[config.mk]
export PLATFORM = sky130hd
export DESIGN_NAME = card_detect_ctrl
export DESIGN_NICKNAME = d
export VERILOG_FILES = /design/src/rtl/cd_pkg.sv /design/src/rtl/cd_sync.sv /design/src/rtl/cd_debounce.sv /design/src/rtl/cd_event.sv /design/src/rtl/card_detect_ctrl.sv
export SDC_FILE = /design/constraint.sdc
export NUM_CORES = 1
export LEC_CHECK = 0
export ABC_AREA = 1
export BUFFER_PORTS_ARGS = -buffer_cell sky130_fd_sc_hd__buf_2
export CORE_AREA = 5 5 42 44
export CTS_CLUSTER_SIZE = 25
export DETAILED_ROUTE_END_ITERATION = 10
export DIE_AREA = 0 0 47 49
export SYNTH_ARGS = -nofsm -noshare
export SYNTH_HDL_FRONTEND = slang
export SYNTH_SLANG_ARGS = --single-unit
[constraint.sdc]
create_clock -name clk -period 2.2 [get_ports clk]
set_input_delay 0.44 -clock clk [delete_from_list [all_inputs] [get_ports clk]]
set_output_delay 0.44 -clock clk [all_outputs]
set_load 0.05 [all_outputs]
[src/rtl/cd_pkg.sv]
package cd_pkg;
  typedef struct packed {
    logic rise;
    logic fall;
  } cd_edge_t;
endpackage

[src/rtl/cd_sync.sv]
module cd_sync #(
  parameter int STAGES = 2
) (
  input  logic clk,
  input  logic rst_n,
  input  logic d_in,
  output logic d_out
);
  logic [STAGES-1:0] chain_q;

  always_ff @(posedge clk or negedge rst_n) begin
    if (!rst_n) chain_q <= '0;
    else        chain_q <= {chain_q[STAGES-2:0], d_in};
  end

  assign d_out = chain_q[STAGES-1];
endmodule

[src/rtl/cd_debounce.sv]
module cd_debounce
  import cd_pkg::*;
#(
  parameter int HOLD = 16
) (
  input  logic     clk,
  input  logic     rst_n,
  input  logic     s_in,
  output logic     level,
  output cd_edge_t commit
);
  localparam int CW = (HOLD > 1) ? $clog2(HOLD) : 1;
  localparam logic [CW-1:0] LIMIT = CW'(HOLD - 1);

  logic [CW-1:0] cnt_q;
  logic          level_q;
  logic          differ;
  logic          at_lim;

  always_comb begin
    differ      = (s_in != level_q);
    at_lim      = (cnt_q == LIMIT);
    commit.rise = differ && at_lim && s_in;
    commit.fall = differ && at_lim && !s_in;
  end

  always_ff @(posedge clk or negedge rst_n) begin
    if (!rst_n) begin
      cnt_q   <= '0;
      level_q <= 1'b0;
    end else if (!differ) begin
      cnt_q   <= '0;
    end else if (at_lim) begin
      cnt_q   <= '0;
      level_q <= s_in;
    end else begin
      cnt_q   <= cnt_q + 1'b1;
    end
  end

  assign level = level_q;
endmodule

[src/rtl/cd_event.sv]
module cd_event
  import cd_pkg::*;
(
  input  logic     clk,
  input  logic     rst_n,
  input  cd_edge_t commit,
  input  logic     bus_pwr_on,
  input  logic     clk_en_on,
  output logic     ins_pulse,
  output logic     rem_pulse,
  output logic     force_off
);
  always_ff @(posedge clk or negedge rst_n) begin
    if (!rst_n) begin
      ins_pulse <= 1'b0;
      rem_pulse <= 1'b0;
      force_off <= 1'b0;
    end else begin
      ins_pulse <= commit.rise;
      rem_pulse <= commit.fall;
      force_off <= commit.fall && bus_pwr_on && clk_en_on;
    end
  end
endmodule

[src/rtl/card_detect_ctrl.sv]
module card_detect_ctrl
  import cd_pkg::*;
#(
  parameter int HOLD_CYCLES = 16,
  parameter int SYNC_STAGES = 2
) (
  input  logic clk,
  input  logic rst_n,
  input  logic sw_rst_all,
  input  logic det_raw,
  input  logic bus_pwr_on,
  input  logic clk_en_on,
  output logic card_present,
  output logic irq_insert,
  output logic irq_remove,
  output logic pwr_force_off,
  output logic clk_force_off,
  output logic line_oe_kill
);
  logic     det_sync;
  logic     level;
  cd_edge_t commit;
  logic     force_off;
  logic     unused_sw_rst;

  // Software reset-all deliberately does not reach the detect logic.
  assign unused_sw_rst = sw_rst_all;

  cd_sync #(.STAGES(SYNC_STAGES)) u_sync (
    .clk(clk), .rst_n(rst_n), .d_in(det_raw), .d_out(det_sync)
  );

  cd_debounce #(.HOLD(HOLD_CYCLES)) u_deb (
    .clk(clk), .rst_n(rst_n), .s_in(det_sync), .level(level), .commit(commit)
  );

  cd_event u_evt (
    .clk(clk), .rst_n(rst_n), .commit(commit),
    .bus_pwr_on(bus_pwr_on), .clk_en_on(clk_en_on),
    .ins_pulse(irq_insert), .rem_pulse(irq_remove), .force_off(force_off)
  );

  assign card_present  = level;
  assign pwr_force_off = force_off;
  assign clk_force_off = force_off;
  assign line_oe_kill  = ~level;
endmodule

# Word-level counts from Yosys, hierarchy flattened
# Cells that the tools add are included.
# word_totals
word_cells	19
input_bits	6
reg_bits	10
# op_classes
reduce_logical	7
n_bitwise	1
addsub	1
n_mux	2
eq_ne	2
# ops
operator	count
$mux 4	2
$logic_and 1x1->1	5
$add 4x1->4 const B	1
$eq 4x4->1 const B	1
$reduce_and 2->1	1
$logic_not 1->1	1
$ne 1x1->1	1
$not 1->1	1

# Longest topological paths before layout
# Gate-level depths: netlist of the first run.
# logic_depth
depth_word	5
depth_mapped	5
ltp_nobuf	5

# Modules after synthesis
# A second synthesis of the first run with hierarchy kept.
# hier_totals
hier_cells	39
area_unflattened_um2	390.4
# by_module_without_submodules
module	seq_area_each_um2	cells_each	n_inst	area_per_inst_um2
cd_debounce	125.1	29	1	240.2
cd_event	75.1	6	1	88.8
cd_sync	50.0	2	1	50.0
card_detect_ctrl	0.0	2	1	11.3

# Worst setup path before layout of the first run
# No wires, ideal clock.
# synth_timing
kind	reg-to-output
start	reg u_deb.level_q (netlist: u_deb.level)
end	out line_oe_kill
path_slack_ns	0.853
arrival_time_ns	0.907
required_time_ns	1.760
stages_incl_launch_ff	2
cell_sequence	dfrtp_1 inv_2
# synth_via
elab_chain_len	1
# synth_rtl
item	line_no	text
from (decl)	cd_debounce.sv:16	logic level_q;
from (signal assigned)	cd_debounce.sv:35	level_q <= s_in;
$not 1->1	card_detect_ctrl.sv:46	assign line_oe_kill = ~level;
to (decl)	card_detect_ctrl.sv:18	output logic line_oe_kill
# No other way between the ends.

# Worst setup path after layout of the first run
# Ends and elaborated chain as after synthesis.

==> results of run 1 <==
flip-flops by register name, indices dropped and copies added (netlist names):
name and flops:
u_evt.force_off 1, u_deb.cnt_q 4, u_evt.rem_pulse 1, u_evt.ins_pulse 1
u_deb.level 1, u_sync.chain_q 2
cell type report:
type                       instances  area [um^2]  area share (%)
sequential                        10          250            50.8
clock buffer                       4         36.3            7.36
tap                               16         20.0            4.06
inverter                           5         18.8            3.81
multi-input combinational         21          118            23.9
timing repair buffer              10         50.0            10.2
metal layers:
metal  up-vias  global-route usage [%]
li1        140                       -
met1       126                    7.74
met2         9                    8.82
met3         2                    4.43
met4         0                    5.53
met5         -                       0
power by group through the flow:
stage / logic, mW / registers [mW] / clock network [mW]
5_1_grt: 0.0227 / 0.196 / 0.177
4_1_cts: 0.0200 / 0.195 / 0.167
3_3_place_gp: 0.0196 / 0.199 / 0
6_report: 0.0192 / 0.195 / 0.159
2_1_floorplan: 0.0114 / 0.198 / 0
3_5_place_dp: 0.0198 / 0.199 / 0
cells in the mapped netlist:
cell type | count | share of area, %
nand2_2 | 3 | 4.8
o21ai_1 | 1 | 1.3
buf_4 | 1 | 1.9
nand3_2 | 1 | 2.5
dfrtp_1 | 10 | 63
nand4_1 | 1 | 1.6
nand3_1 | 1 | 1.3
inv_2 | 1 | 0.95
nor2_1 | 6 | 5.7
ha_1 | 1 | 3.2
inv_1 | 4 | 3.8
nand2_1 | 5 | 4.8
xnor2_1 | 1 | 2.2
nor3_2 | 1 | 2.5
worst min path at each step:
stage                     start        endpoint  slack [ns]  depth (start not counted)
final                     rst_n  u_deb.cnt_q[1]        0.02                          1
after global routing      rst_n  u_deb.cnt_q[1]        0.02                          1
after CTS                 rst_n  u_deb.cnt_q[1]        0.02                          1
after detailed placement  rst_n  u_deb.cnt_q[1]        0.31                          1
after global placement    rst_n  u_deb.cnt_q[1]        0.31                          1
after floorplan           rst_n  u_deb.cnt_q[0]        0.14                          0
through the flow:
stage / hold slack [ns] / util, % / cell area [um^2] / setup WS (ns) / cells
final: 0.0191 / 35.2 / 493 / 0.762 / 66
after global placement: 0.306 / 32.6 / 457 / 1.05 / 62
after CTS: 0.0203 / 35.2 / 493 / 0.748 / 66
after detailed placement: 0.310 / 32.6 / 457 / 1.03 / 62
after floorplan: 0.144 / - / 394 / 0.853 / 37
after global routing: 0.0181 / 35.2 / 493 / 0.705 / 66
critical path: stages (launching register included):
cell     delay, ns
dfrtp_1       0.42
inv_2         0.07
buf_2         0.25
cells by family (layout without fill, tap and decap cells):
logic type | Yosys count | in the layout | synth area share [%]
flops | 10 | 10 | 63.5
compound gates | 1 | 1 | 1.27
xor+xnor | 1 | 1 | 2.22
buf+inv | 6 | 19 | 6.67
simple gates | 18 | 18 | 23.2
fa+ha+maj | 1 | 1 | 3.17
==> results.txt, run 1 <==
WS Path Type = register to primary output
Initial antenna violation count = 0
Critical Path AT = 1.00 ns
Drt drc = 0
Fillers = 159
Final setup violation count = 0
Max transition margin = 83.1%
WL/cell = 9.30 um
Cells after synthesis = 37
Post-CTS Setup Repair Bufs = 0
Power per cell area = 759 nW/um^2
Overall Global Routing Usage = 6.91%
Gpl congestion = 0.724
Synth unique cells = 14
Clk_lat worst skew = 0.26 ns
Comb pwr share = 5.1%
CTS Buffer Depth = 2
Final min period = 1.44 ns
Share of layout cells above drive strength 1 = 40.0%
Worst R2R End = u_deb.cnt_q[3]
Crit path required time = 1.76 ns
Worst reg2reg startpoint = u_deb.cnt_q[0]
Net Sw Power = 0.0753 mW
Register share of total power = 52.3%
Post-route clock period utilization = 65.4%
Starting density of the core = 28.1%
Outcome = completed
CTS hold repair buffers = 0
Clock share of power = 42.6%
Crit path from = u_deb.level
Worst-case clock skew = 0.00880 ns
Setup TNS = 0 ns
Root buffer cell = clkbuf_4
Final nets = 58
DRT Pass-1 Iters = 2
Leakage = 0.261 nW
Reg2Reg Depth = 4
Die area = 2300 um^2
Syn_nets = 44
Top layer in use = met4
# Max-Cap Violations = 0
Clock sink count = 10
Synth Warn # = 0
Detailed Route Iter0 Violations = 4
H-tree Lvls = 1
Vias = 277
Crit. End Element = primary output
Post-route ant nets = 0
Resize count post-CTS = 0
Number of global-route vias before repair = 260
CP Max Fanout = 4
Worst Setup EP = line_oe_kill
Global-route wire length before repair = 1040 um
CTS tree = done
Total CTS buffers = 3
R2R setup slack = 1.16 ns
Hold Path Class = input pin to async pin
Via/cell ratio = 4.20
Post-DP HPWL = 486 um
FP Rows = 14
Clock slew at reported path FFs = 0.07 ns
Die Width = 47 um
GRT overflow = 0
Largest net degree at the start of global routing = 11
I/O pins = 12
Int Power = 0.299 mW
Fin. max-slew vios = 0
Core ar. = 1400 um^2
Setup crit start kind = register
Mapped cell area = 394 um^2
IO Port Bufs = 10
Overall power = 0.374 mW
Metal3 WL = 54 um
Wl on met1 = 254 um
Wire length on met2 = 292 um
Most frequent cells in the layout = buf_2 (10), dfrtp_1 (10), nor2_1 (6)
VDD IR max = 0.413 mV
Register area share after synthesis = 63.5%
#FFs+latches synth = 10
Sw frac = 20.1%
Mapped Avg Cell Area = 10.7 um^2
Measured slew at the worst slew-check pin = 0.256 ns
Fin. Hold Viols = 0
Antenna cells = 0
Synthesis-to-finish area growth = 25.1%
Fmax = 0.695 GHz
Die height = 49 um
Unrepaired setup endpoints after global routing = false
Drt total wl = 614 um
(Power assumes the default switching activity.)
==> run 2, diff against run 1 <==
Settings changed: ABC_AREA 1 to 0.
Clock period 2.2 ns to 1.2 ns, I/O delays scaled along.
==> run 2 against run 1 <==
Critical path type unchanged; synthesized area shrank 3.2%; highest routed layer unchanged; sequential power grew 84%; total power grew 91%; utilization grew 4.8 points.
==> results.txt, run 2 <==
Outcome = completed
R2R setup slack = 0.08 ns
Clock slew at reported path FFs = 0.07 ns
Worst-case clock skew = 0.00237 ns
WHS Path Cells = 1
Detailed Route Iter0 Violations = 5
Mapped Avg Cell Area = 13.6 um^2
Syn_nets = 35
Count leader, synth = dfrtp_1
Number of global-route vias before repair = 284
Fin. max-slew vios = 0
Vias = 270
DRT Pass-1 Iters = 2
Mapped cell area = 382 um^2
Register area share after synthesis = 65.6%
CTS Buffer Depth = 2
Synth unique cells = 16
Synth Flop Type = dfrtp_1
DP Area = 468 um^2
CP peak stage delay = 0.44 ns
Clk_lat worst skew = 0.27 ns
Crit path required time = 0.96 ns
Drt total wl = 687 um
Die height = 49 um
Post-route clock period utilization = 97.5%
CTS tree = done
Final nets = 55
Leakage = 0.277 nW
Synth top area share = 65.6%
Hold Path Class = input pin to register
Most frequent cells in the layout = dfrtp_1 (9), buf_2 (8), clkbuf_4 (4), buf_4 (4)
Overall Global Routing Usage = 7.21%
Fmax = 0.855 GHz
Reg with most FFs = u_deb.cnt_q
Total CTS buffers = 3
Global-route wire length before repair = 1170 um
GRT met2 Usage = 10.2%
Synth async-reset ratio = 100%
H-tree Lvls = 1
Sink of the worst hold path = u_sync.chain_q[0]
Die Width = 47 um
Via/cell ratio = 4.29
Die area = 2300 um^2
Critical Path AT = 0.93 ns
WL/cell = 10.9 um
CP Max Fanout = 4
Fin. Hold Viols = 0
Final Cell Area = 561 um^2
Final setup violation count = 0
Hold slack final = 0.0718 ns
Largest registers = u_deb.cnt_q (4), u_sync.chain_q (2)
Worst R2R End = u_evt.force_off
# Max-Cap Violations = 0
Gpl congestion = 0.679
GRT overflow = 0
Largest net degree at the start of global routing = 11
Max reg flops = 4
Synth Warn # = 0
Post-DP HPWL = 502 um
Power per cell area = 1270 nW/um^2
Hold_sp = det_raw
Core ar. = 1400 um^2
Setup TNS = 0 ns
Antenna cells = 0
Post-route ant nets = 0
Max transition margin = 77.1%
Final min period = 1.17 ns
Largest area contributor in the netlist = dfrtp_1
Slowest stage cell, crit path = dfrtp_2
I/O pins = 12
Synthesis-to-finish area growth = 46.9%
Measured slew at the worst slew-check pin = 0.341 ns
Cells after synthesis = 28
Setup crit start kind = register
Reg2Reg Depth = 5
WS Path Type = register to primary output
Post-synth EDFFs = 0
Met1 GRT Util = 8.72%
#FFs+latches synth = 10
Commonest non-fill, non-tap cell in the layout = dfrtp_1
Clock sink count = 10
DP Worst Slack = 0.00664 ns
Most used routing layer = met2
Fillers = 138
Crit. End Element = primary output
VDD IR max = 0.554 mV
Top cells by count, synth = dfrtp_1 (10), a21oi_1 (2), nor3b_1 (2), xnor2_1 (2)
FP Rows = 14
IO Port Bufs = 10
Drt drc = 0
Crit path cell chain = inv_4, buf_8
Final WS setup = 0.0303 ns
Met3 Track Usage GR = 2.21%
Starting density of the core = 27.2%
Worst reg2reg startpoint = u_deb.cnt_q[1]
Initial antenna violation count = 0
Synth area leaders = dfrtp_1 (66%), xnor2_1 (4.6%), nor3b_1 (3.9%)
Share of layout cells above drive strength 1 = 55.3%
Root buffer cell = clkbuf_4
-- run 2: changes by cell type after synthesis, moves of 2 or more --
cell     change
nand2_1      -5
a21oi_1      +2
inv_1        -3
nand2_2      -3
nor2_1       -5
nor3b_1      +2
-- run 2: how the worst max path moves through the flow --
stage,start,to,slack (ns)
after floorplan,u_deb.cnt_q[0],u_deb.level,0.02
after global placement,u_deb.cnt_q[1],u_evt.force_off,0.06
after detailed placement,u_deb.cnt_q[1],u_evt.force_off,0.007
after CTS,u_deb.level,card_present,0.005
after global routing,u_deb.cnt_q[0],u_evt.force_off,-0.02
final,u_deb.level,line_oe_kill,0.03
-- run 2: final cells by class --
class                           instances  area, um^2  area share, %
Sequential cell                        10         251           44.9
Timing Repair Buffer                   16         114           20.3
Multi-Input combinational cell         15         129           23.0
Inverter                                2        10.0           1.79
Tap cell                               16        20.0           3.57
Clock buffer                            4        36.3           6.47
-- run 2: per-layer routing --
metal / up-vias / part of all wire [%]
met5: - / 0
met3: 3 / 6.4
li1: 132 / -
met4: 0 / 2.0
met1: 128 / 40
met2: 7 / 52
-- run 2: critical path, delay by kind of cell, from the launching register on --
family   cells  cell delay (ns)
buf+inv      2             0.22
flops        1             0.44
-- run 2: what timing repair did --
| item | CTS | global route |
|---|---|---|
| endpoints found under the setup margin | 2 | 4 |
| buffers inserted | 1 | 1 |
| hold endpoints to repair | 10 | 0 |
| hold buffers | 1 | 0 |
| resized for setup | 3 | 7 |
| pin swaps | 0 | 3 |
-- run 2: cell families (layout without fill, tap and decap cells) --
family / Yosys count / after routing / share of synthesized area [%]
xor+xnor: 2 / 2 / 4.59
buf+inv: 3 / 22 / 3.93
flops: 10 / 10 / 65.6
mux: 1 / 1 / 2.95
simple gates: 8 / 8 / 15.7
fa+ha+maj: 1 / 1 / 3.28
compound gates: 3 / 3 / 3.93
-- run 2: report_power, final --
part	total, mW	switching, mW	internal [mW]
Sequential	0.358	0.00995	0.348
Combinational	0.0496	0.0217	0.0279
Clock	0.307	0.122	0.184
Total	0.715	0.154	0.561
-- run 2: through the flow --
stage | util, % | cells | power [mW]
5_1_grt | 40.0 | 63 | 0.742
3_3_place_gp | 33.4 | 56 | 0.403
4_1_cts | 37.9 | 62 | 0.724
3_5_place_dp | 33.4 | 56 | 0.404
2_1_floorplan | - | 28 | 0.381
6_report | 40.0 | 63 | 0.715
